File: src/rtl/dma_irq_pkg.sv
package dma_irq_pkg;
    localparam int unsigned WORD_STATUS = 0;
    localparam int unsigned WORD_ENSUM  = 1;
    localparam int unsigned WORD_ABORT  = 2;
    localparam int unsigned WORD_CTRL   = 8;

    typedef enum logic [1:0] {
        CH_OFF  = 2'd0,
        CH_RUN  = 2'd1,
        CH_HALT = 2'd2
    } chan_state_e;
endpackage

File: src/rtl/dma_irq_flags.sv
module dma_irq_flags #(
    parameter int NCH = 8
) (
    input  logic             clk,
    input  logic             rst_n,
    input  logic [NCH-1:0]   evt_err,
    input  logic [NCH-1:0]   evt_abt,
    input  logic [NCH-1:0]   evt_tc,
    input  logic             clr_en,
    input  logic [3*NCH-1:0] clr_bits,
    output logic [3*NCH-1:0] flags
);
    localparam int FW = 3 * NCH;

    logic [FW-1:0] evt_all;
    assign evt_all = {evt_tc, evt_abt, evt_err};

    // one register per lane so each event class stays in its own byte
    for (genvar k = 0; k < 3; k++) begin : g_lane
        always_ff @(posedge clk or negedge rst_n) begin
            if (!rst_n) begin
                flags[k*NCH +: NCH] <= '0;
            end else begin
                flags[k*NCH +: NCH] <= (flags[k*NCH +: NCH]
                                        & ~(clr_en ? clr_bits[k*NCH +: NCH] : '0))
                                       | evt_all[k*NCH +: NCH];
            end
        end
    end

    // a pulse always latches its flag
    p_event_sets_r4: assert property (@(posedge clk) disable iff (!rst_n)
        (|evt_all) |=> ((flags & $past(evt_all)) == $past(evt_all)));
    // cleared bits with no competing event are gone
    p_clear_r5: assert property (@(posedge clk) disable iff (!rst_n)
        clr_en |=> ((flags & $past(clr_bits) & ~$past(evt_all)) == '0));
    // quiet cycle keeps the word
    p_hold_r5: assert property (@(posedge clk) disable iff (!rst_n)
        (!clr_en && evt_all == '0) |=> $stable(flags));
endmodule

File: src/rtl/dma_irq_chan.sv
module dma_irq_chan
    import dma_irq_pkg::*;
(
    input  logic clk,
    input  logic rst_n,
    input  logic en,
    input  logic any_flag,
    output logic running
);
    chan_state_e state, state_nx;

    always_comb begin
        state_nx = state;
        unique case (state)
            CH_OFF:  if (en) state_nx = any_flag ? CH_HALT : CH_RUN;
            CH_RUN:  if (!en) state_nx = CH_OFF;
                     else if (any_flag) state_nx = CH_HALT;
            CH_HALT: if (!any_flag) state_nx = en ? CH_RUN : CH_OFF;
            default: state_nx = CH_OFF;
        endcase
    end

    always_ff @(posedge clk or negedge rst_n) begin
        if (!rst_n) state <= CH_OFF;
        else        state <= state_nx;
    end

    always_comb begin
        running = (state == CH_RUN);
    end

    // a pending flag never leaves the channel running
    p_halt_on_flag_r11: assert property (@(posedge clk) disable iff (!rst_n)
        (any_flag && en) |=> (state != CH_RUN));
    // a disabled channel stops running
    p_off_when_disabled_r11: assert property (@(posedge clk) disable iff (!rst_n)
        !en |=> !running);
endmodule

File: src/rtl/dma_irq_hub.sv
module dma_irq_hub
    import dma_irq_pkg::*;
#(
    parameter int NCH    = 8,
    parameter int ADDR_W = 4,
    parameter int DATA_W = 32
) (
    input  logic              clk,
    input  logic              rst_n,
    input  logic [NCH-1:0]    evt_err,
    input  logic [NCH-1:0]    evt_abt,
    input  logic [NCH-1:0]    evt_tc,
    input  logic              reg_wr,
    input  logic [ADDR_W-1:0] reg_addr,
    input  logic [DATA_W-1:0] reg_wdata,
    output logic [DATA_W-1:0] reg_rdata,
    output logic              irq,
    output logic [NCH-1:0]    abort_req,
    output logic [NCH-1:0]    ch_en,
    output logic [NCH-1:0]    ch_running
);
    localparam int FW    = 3 * NCH;
    localparam int IDX_W = (NCH > 1) ? $clog2(NCH) : 1;

    logic [FW-1:0]  flags;
    logic [FW-1:0]  sup_vec;
    logic [NCH-1:0] sup_err, sup_abt, sup_tc;
    logic           ctrl_sel;
    logic [IDX_W-1:0] ctrl_idx;

    assign ctrl_sel = (int'(reg_addr) >= WORD_CTRL) && (int'(reg_addr) < WORD_CTRL + NCH);
    assign ctrl_idx = IDX_W'(int'(reg_addr) - WORD_CTRL);

    dma_irq_flags #(.NCH(NCH)) u_flags (
        .clk      (clk),
        .rst_n    (rst_n),
        .evt_err  (evt_err),
        .evt_abt  (evt_abt),
        .evt_tc   (evt_tc),
        .clr_en   (reg_wr && int'(reg_addr) == WORD_STATUS),
        .clr_bits (reg_wdata[FW-1:0]),
        .flags    (flags)
    );

    for (genvar c = 0; c < NCH; c++) begin : g_ch
        always_ff @(posedge clk or negedge rst_n) begin
            if (!rst_n) begin
                ch_en[c]   <= 1'b0;
                sup_err[c] <= 1'b1;
                sup_abt[c] <= 1'b1;
                sup_tc[c]  <= 1'b1;
            end else if (reg_wr && ctrl_sel && ctrl_idx == IDX_W'(c)) begin
                ch_en[c]   <= reg_wdata[0];
                sup_err[c] <= reg_wdata[1];
                sup_abt[c] <= reg_wdata[2];
                sup_tc[c]  <= reg_wdata[3];
            end
        end

        dma_irq_chan u_chan (
            .clk      (clk),
            .rst_n    (rst_n),
            .en       (ch_en[c]),
            .any_flag (flags[c] | flags[NCH + c] | flags[2*NCH + c]),
            .running  (ch_running[c])
        );
    end

    assign sup_vec = {sup_tc, sup_abt, sup_err};
    assign irq     = |(flags & ~sup_vec);

    always_ff @(posedge clk or negedge rst_n) begin
        if (!rst_n)
            abort_req <= '0;
        else if (reg_wr && int'(reg_addr) == WORD_ABORT)
            abort_req <= reg_wdata[NCH-1:0];
        else
            abort_req <= '0;
    end

    always_comb begin
        reg_rdata = '0;
        if (int'(reg_addr) == WORD_STATUS)
            reg_rdata[FW-1:0] = flags;
        else if (int'(reg_addr) == WORD_ENSUM)
            reg_rdata[NCH-1:0] = ch_en;
        else if (ctrl_sel)
            reg_rdata[3:0] = {sup_tc[ctrl_idx], sup_abt[ctrl_idx],
                              sup_err[ctrl_idx], ch_en[ctrl_idx]};
    end

    // interrupt implies a pending flag
    p_irq_needs_flag_r8: assert property (@(posedge clk) disable iff (!rst_n)
        irq |-> (flags != '0));
    // abort request lasts one cycle without a new write
    p_abort_pulse_r9: assert property (@(posedge clk) disable iff (!rst_n)
        (abort_req != '0 && !(reg_wr && int'(reg_addr) == WORD_ABORT)) |=> (abort_req == '0));
    // abort write forwards the mask
    p_abort_fwd_r9: assert property (@(posedge clk) disable iff (!rst_n)
        (reg_wr && int'(reg_addr) == WORD_ABORT) |=> (abort_req == $past(reg_wdata[NCH-1:0])));
endmodule

File: config.mk
export PLATFORM = sky130hd
export DESIGN_NAME = dma_irq_hub
export DESIGN_NICKNAME = d
export VERILOG_FILES = /design/src/rtl/dma_irq_pkg.sv /design/src/rtl/dma_irq_flags.sv /design/src/rtl/dma_irq_chan.sv /design/src/rtl/dma_irq_hub.sv
export SDC_FILE = /design/constraint.sdc
export NUM_CORES = 1
export LEC_CHECK = 0
export CAP_MARGIN = 5
export CORE_ASPECT_RATIO = 1.5
export CORE_UTILIZATION = 38
export CTS_CLUSTER_SIZE = 40
export DETAILED_ROUTE_END_ITERATION = 12
export DONT_BUFFER_PORTS = 1
export HOLD_SLACK_MARGIN = 0.15
export SYNTH_ARGS = -nofsm -noshare
export SYNTH_HDL_FRONTEND = slang
export SYNTH_SLANG_ARGS = --single-unit
File: constraint.sdc
create_clock -name clk -period 2.35 [get_ports clk]
set_clock_uncertainty 0.2 [all_clocks]
set_input_delay 0.47 -clock clk [delete_from_list [all_inputs] [get_ports clk]]
set_output_delay 0.47 -clock clk [all_outputs]
set_load 0.02 [all_outputs]
==> metrics.yaml <==
worst_setup_path:
  crit_fanout: 2
  critPathBufInv: 0
  crit_type: "reg2out"
  r2r_start: "u_flags.flags[16]"
  crit_family: "multiplexers"
  setup.worst_path.end_class: "output port"
  worstPathRequired_ns: 1.68
  rrSetupSlack_ns: 0.80
  slowest_stage: "mux4_2"
  rr_worst_depth: 3
  critPathLaunchType: "register"
  cp_data_arrival_time_ns: 1.72
  reg2reg_to: "u_flags.flags[16]"
  slowest_delay_ns: 0.46
  path_cells: "mux4_2 > a222oi_1 > nand2_1"
yosys:
  ys.warnings.count: 0
  ys_ff_latch: 80
  synth_top_cell_area_share: 0.3498
  synth_area_per_cell_sq_um: 11.19
  synth_area_sq_um: 4006
  synth_area_leaders: "dfrtp_1 35%, dfstp_2 16%, mux2_2 8.2%"
  yosysTopAreaCell: "dfrtp_1"
  ys_types: 33
  syn_inst: 358
  seq_area_frac_synth: 0.5072
place:
  gp_congestion: 0.8528
  dpl_cell_area_sq_um: 4036
  portBuffers: 0
  hpwlAfterDp_um: 7047
global_routing:
  grt_pass1_wl_um: 16370
  grt_overflow: 0
  antenna_found_initial: 0
  grt_max_degree: 81
  grt_use_total: 0.2031
  first_global_vias: 3047
layout:
  area_delta_synth_final_pct: 23.02
  drive_gt1_frac: 0.2451
  finish.instance_area_sq_um: 4928
  fin_nets: 470
  fin_util: 0.4836
  diodes: 0
clock_network:
  path_clk_slew_ns: 0.06
  holdBufCountCts: 56
  h-tree-depth: 3
  cts_tree: "done"
  numClockSinks: 80
  worstSkewPairLatency_ns: 0.34
  cts-root-buf: "clkbuf_16"
  cts_buffer_depth: 2
  cts_buffers: 9
  post_cts.repair.setup_buffers: 0
sta:
  fmax_mhz: 419.3
  rsz0062_at_grt: "yes"
  finalSetupViolations: 1
  tns_ns: -0.03513
  slew_violations: 0
  fin_ws_ns: -0.03513
  hold_violations: 80
  hold-worst-slack_ns: -0.3833
  min_period_ns: 2.385
  fin_crit_sh: 1.015
detailed_routing:
  drc: 0
  first_iter_violations: 160
  totalWireLength_um: 10400
  top_layer_used: "met4"
  wl_per_cell_um: 18.80
  wl_met2_um: 5385
  via_per_inst: 5.154
  antenna_left: 0
  dr_total_vias: 2850
  dr_wl_met3_um: 731
  wl_met1_um: 3978
  drt_first_pass_iters: 4
die:
  dieHeight_um: 127.8
  dieArea_sq_um: 10970
  fp.coreArea_sq_um: 10190
  start_util: 0.3931
  ios: 120
  fp.dieW_um: 85.84
  rows: 45
status:
  status: "complete, but fails checks"
  violations: "hold timing, setup timing"
run:
  maxCapViolations: 0
pwr:
  powerDensity_nw_per_um2: 758.9
  peakVddDrop_v: 0.0003371
  p_leak_nw: 2.033
hold_path:
  worstHoldPathType: "in2async"
## where the power goes
group	internal [mW]	switching, mW
clock network	0.931	0.569
registers	1.59	0.134
logic	0.276	0.245
## logic make-up (layout without fill, tap and decap cells)
| family | count (synthesis) | in the layout | share of synthesized area |
|---|---|---|---|
| buf+inv | 66 | 113 | 0.09681 |
| compound gates | 51 | 51 | 0.09119 |
| simple gates | 117 | 117 | 0.1615 |
| flops | 80 | 80 | 0.5072 |
| mux | 43 | 43 | 0.1424 |
| other cells | 1 | 8 | 0.0009360 |
## cell usage after synthesis
library cell and count:
nor3_2 5, nand2b_1 1, a32oi_1 2, nor3_1 8
a22o_1 4, buf_2 4, nor2_1 13, nor4_4 1
nor4b_2 2, clkbuf_1 1, inv_1 28, buf_4 30
a22oi_1 3, mux2_1 3, buf_6 3, and2_1 25
a222oi_1 1, dfstp_2 24, dfrtp_1 56, nand2b_4 1
a21o_1 24, o21ai_0 5, nor2b_1 6, mux2_2 29
o22ai_1 12, and3_1 8, nand2_1 38, conb_1 1
mux2i_1 3, nor4_1 3, or3_1 1, mux4_2 8
nand3_1 5
## what timing repair did
item,in CTS,in global routing
pin swaps,3,1
endpoints found under the hold margin,144,80
setup endpoints to repair,2,2
gates resized for setup,1,1
## state kept, by name, indices dropped and copies added, names as in the netlist
register	cells
g_ch.u_chan.state	16
sup_tc	8
ch_en	8
u_flags.flags	24
sup_abt	8
sup_err	8
abort_req	8
## layer usage
metal  GRT usage  vias to the layer above
met5           0                        -
met4     0.09118                        0
met3     0.06504                       20
met2      0.3478                      103
met1      0.2296                     1436
li1            -                     1291
## cell type report
class / count / area [sq um]
Clock inverter: 7 / 95.09
Clock buffer: 9 / 225.2
Tap cell: 141 / 176.4
Inverter: 28 / 105.1
Timing Repair Buffer: 69 / 670.6
Sequential cell: 80 / 2032
Fill cell: 916 / 5263
Multi-Input combinational cell: 219 / 1624
## worst max-delay path by stage
| stage | depth (start not counted) | slack, ns | startpoint | endpoint |
|---|---|---|---|---|
| detailed placement | 3 | 0.21 | reg_addr[1] | reg_rdata[0] |
| floorplan | 5 | 0.06 | reg_addr[2] | reg_rdata[0] |
| global route | 3 | -0.08 | ch_en[6] | reg_rdata[0] |
| CTS | 3 | -0.05 | ch_en[6] | reg_rdata[0] |
| global placement | 3 | 0.19 | reg_addr[1] | reg_rdata[0] |
| finish | 3 | -0.04 | ch_en[6] | reg_rdata[0] |
## per-stage QoR
step / hold WS [ns] / cells / power [mW] / setup WS (ns)
after CTS: -0.3996 / 553 / 3.775 / -0.04610
final: -0.3833 / 553 / 3.740 / -0.03513
after global placement: -0.02331 / 481 / 2.184 / 0.1936
after floorplan: -0.02559 / 365 / 2.118 / 0.05616
after global routing: -0.3988 / 553 / 3.879 / -0.07673
after detailed placement: -0.02398 / 481 / 2.197 / 0.2101
## layout by cell type, fill, tap and decap left out, types with 2 or more instances in the layout
cell and count:
conb_1 8, nand3_1 4, mux2i_1 3, a22oi_1 3
o22ai_1 12, nor2_1 13, bufinv_16 2, inv_1 28
nor3_1 8, clkbuf_16 9, mux4_2 8, dlygate4sd3_1 56
mux2_2 29, and3_1 8, nor4_1 2, clkinv_2 2
and2_1 25, o21ai_0 5, nor4b_2 2, mux2_1 3
a21o_1 24, nand2_1 38, nor2b_1 6, a32oi_1 2
nor3_2 5, dfrtp_1 56, dfstp_2 24, buf_4 12
a22o_1 4
Power figures use the tool's default switching activity.
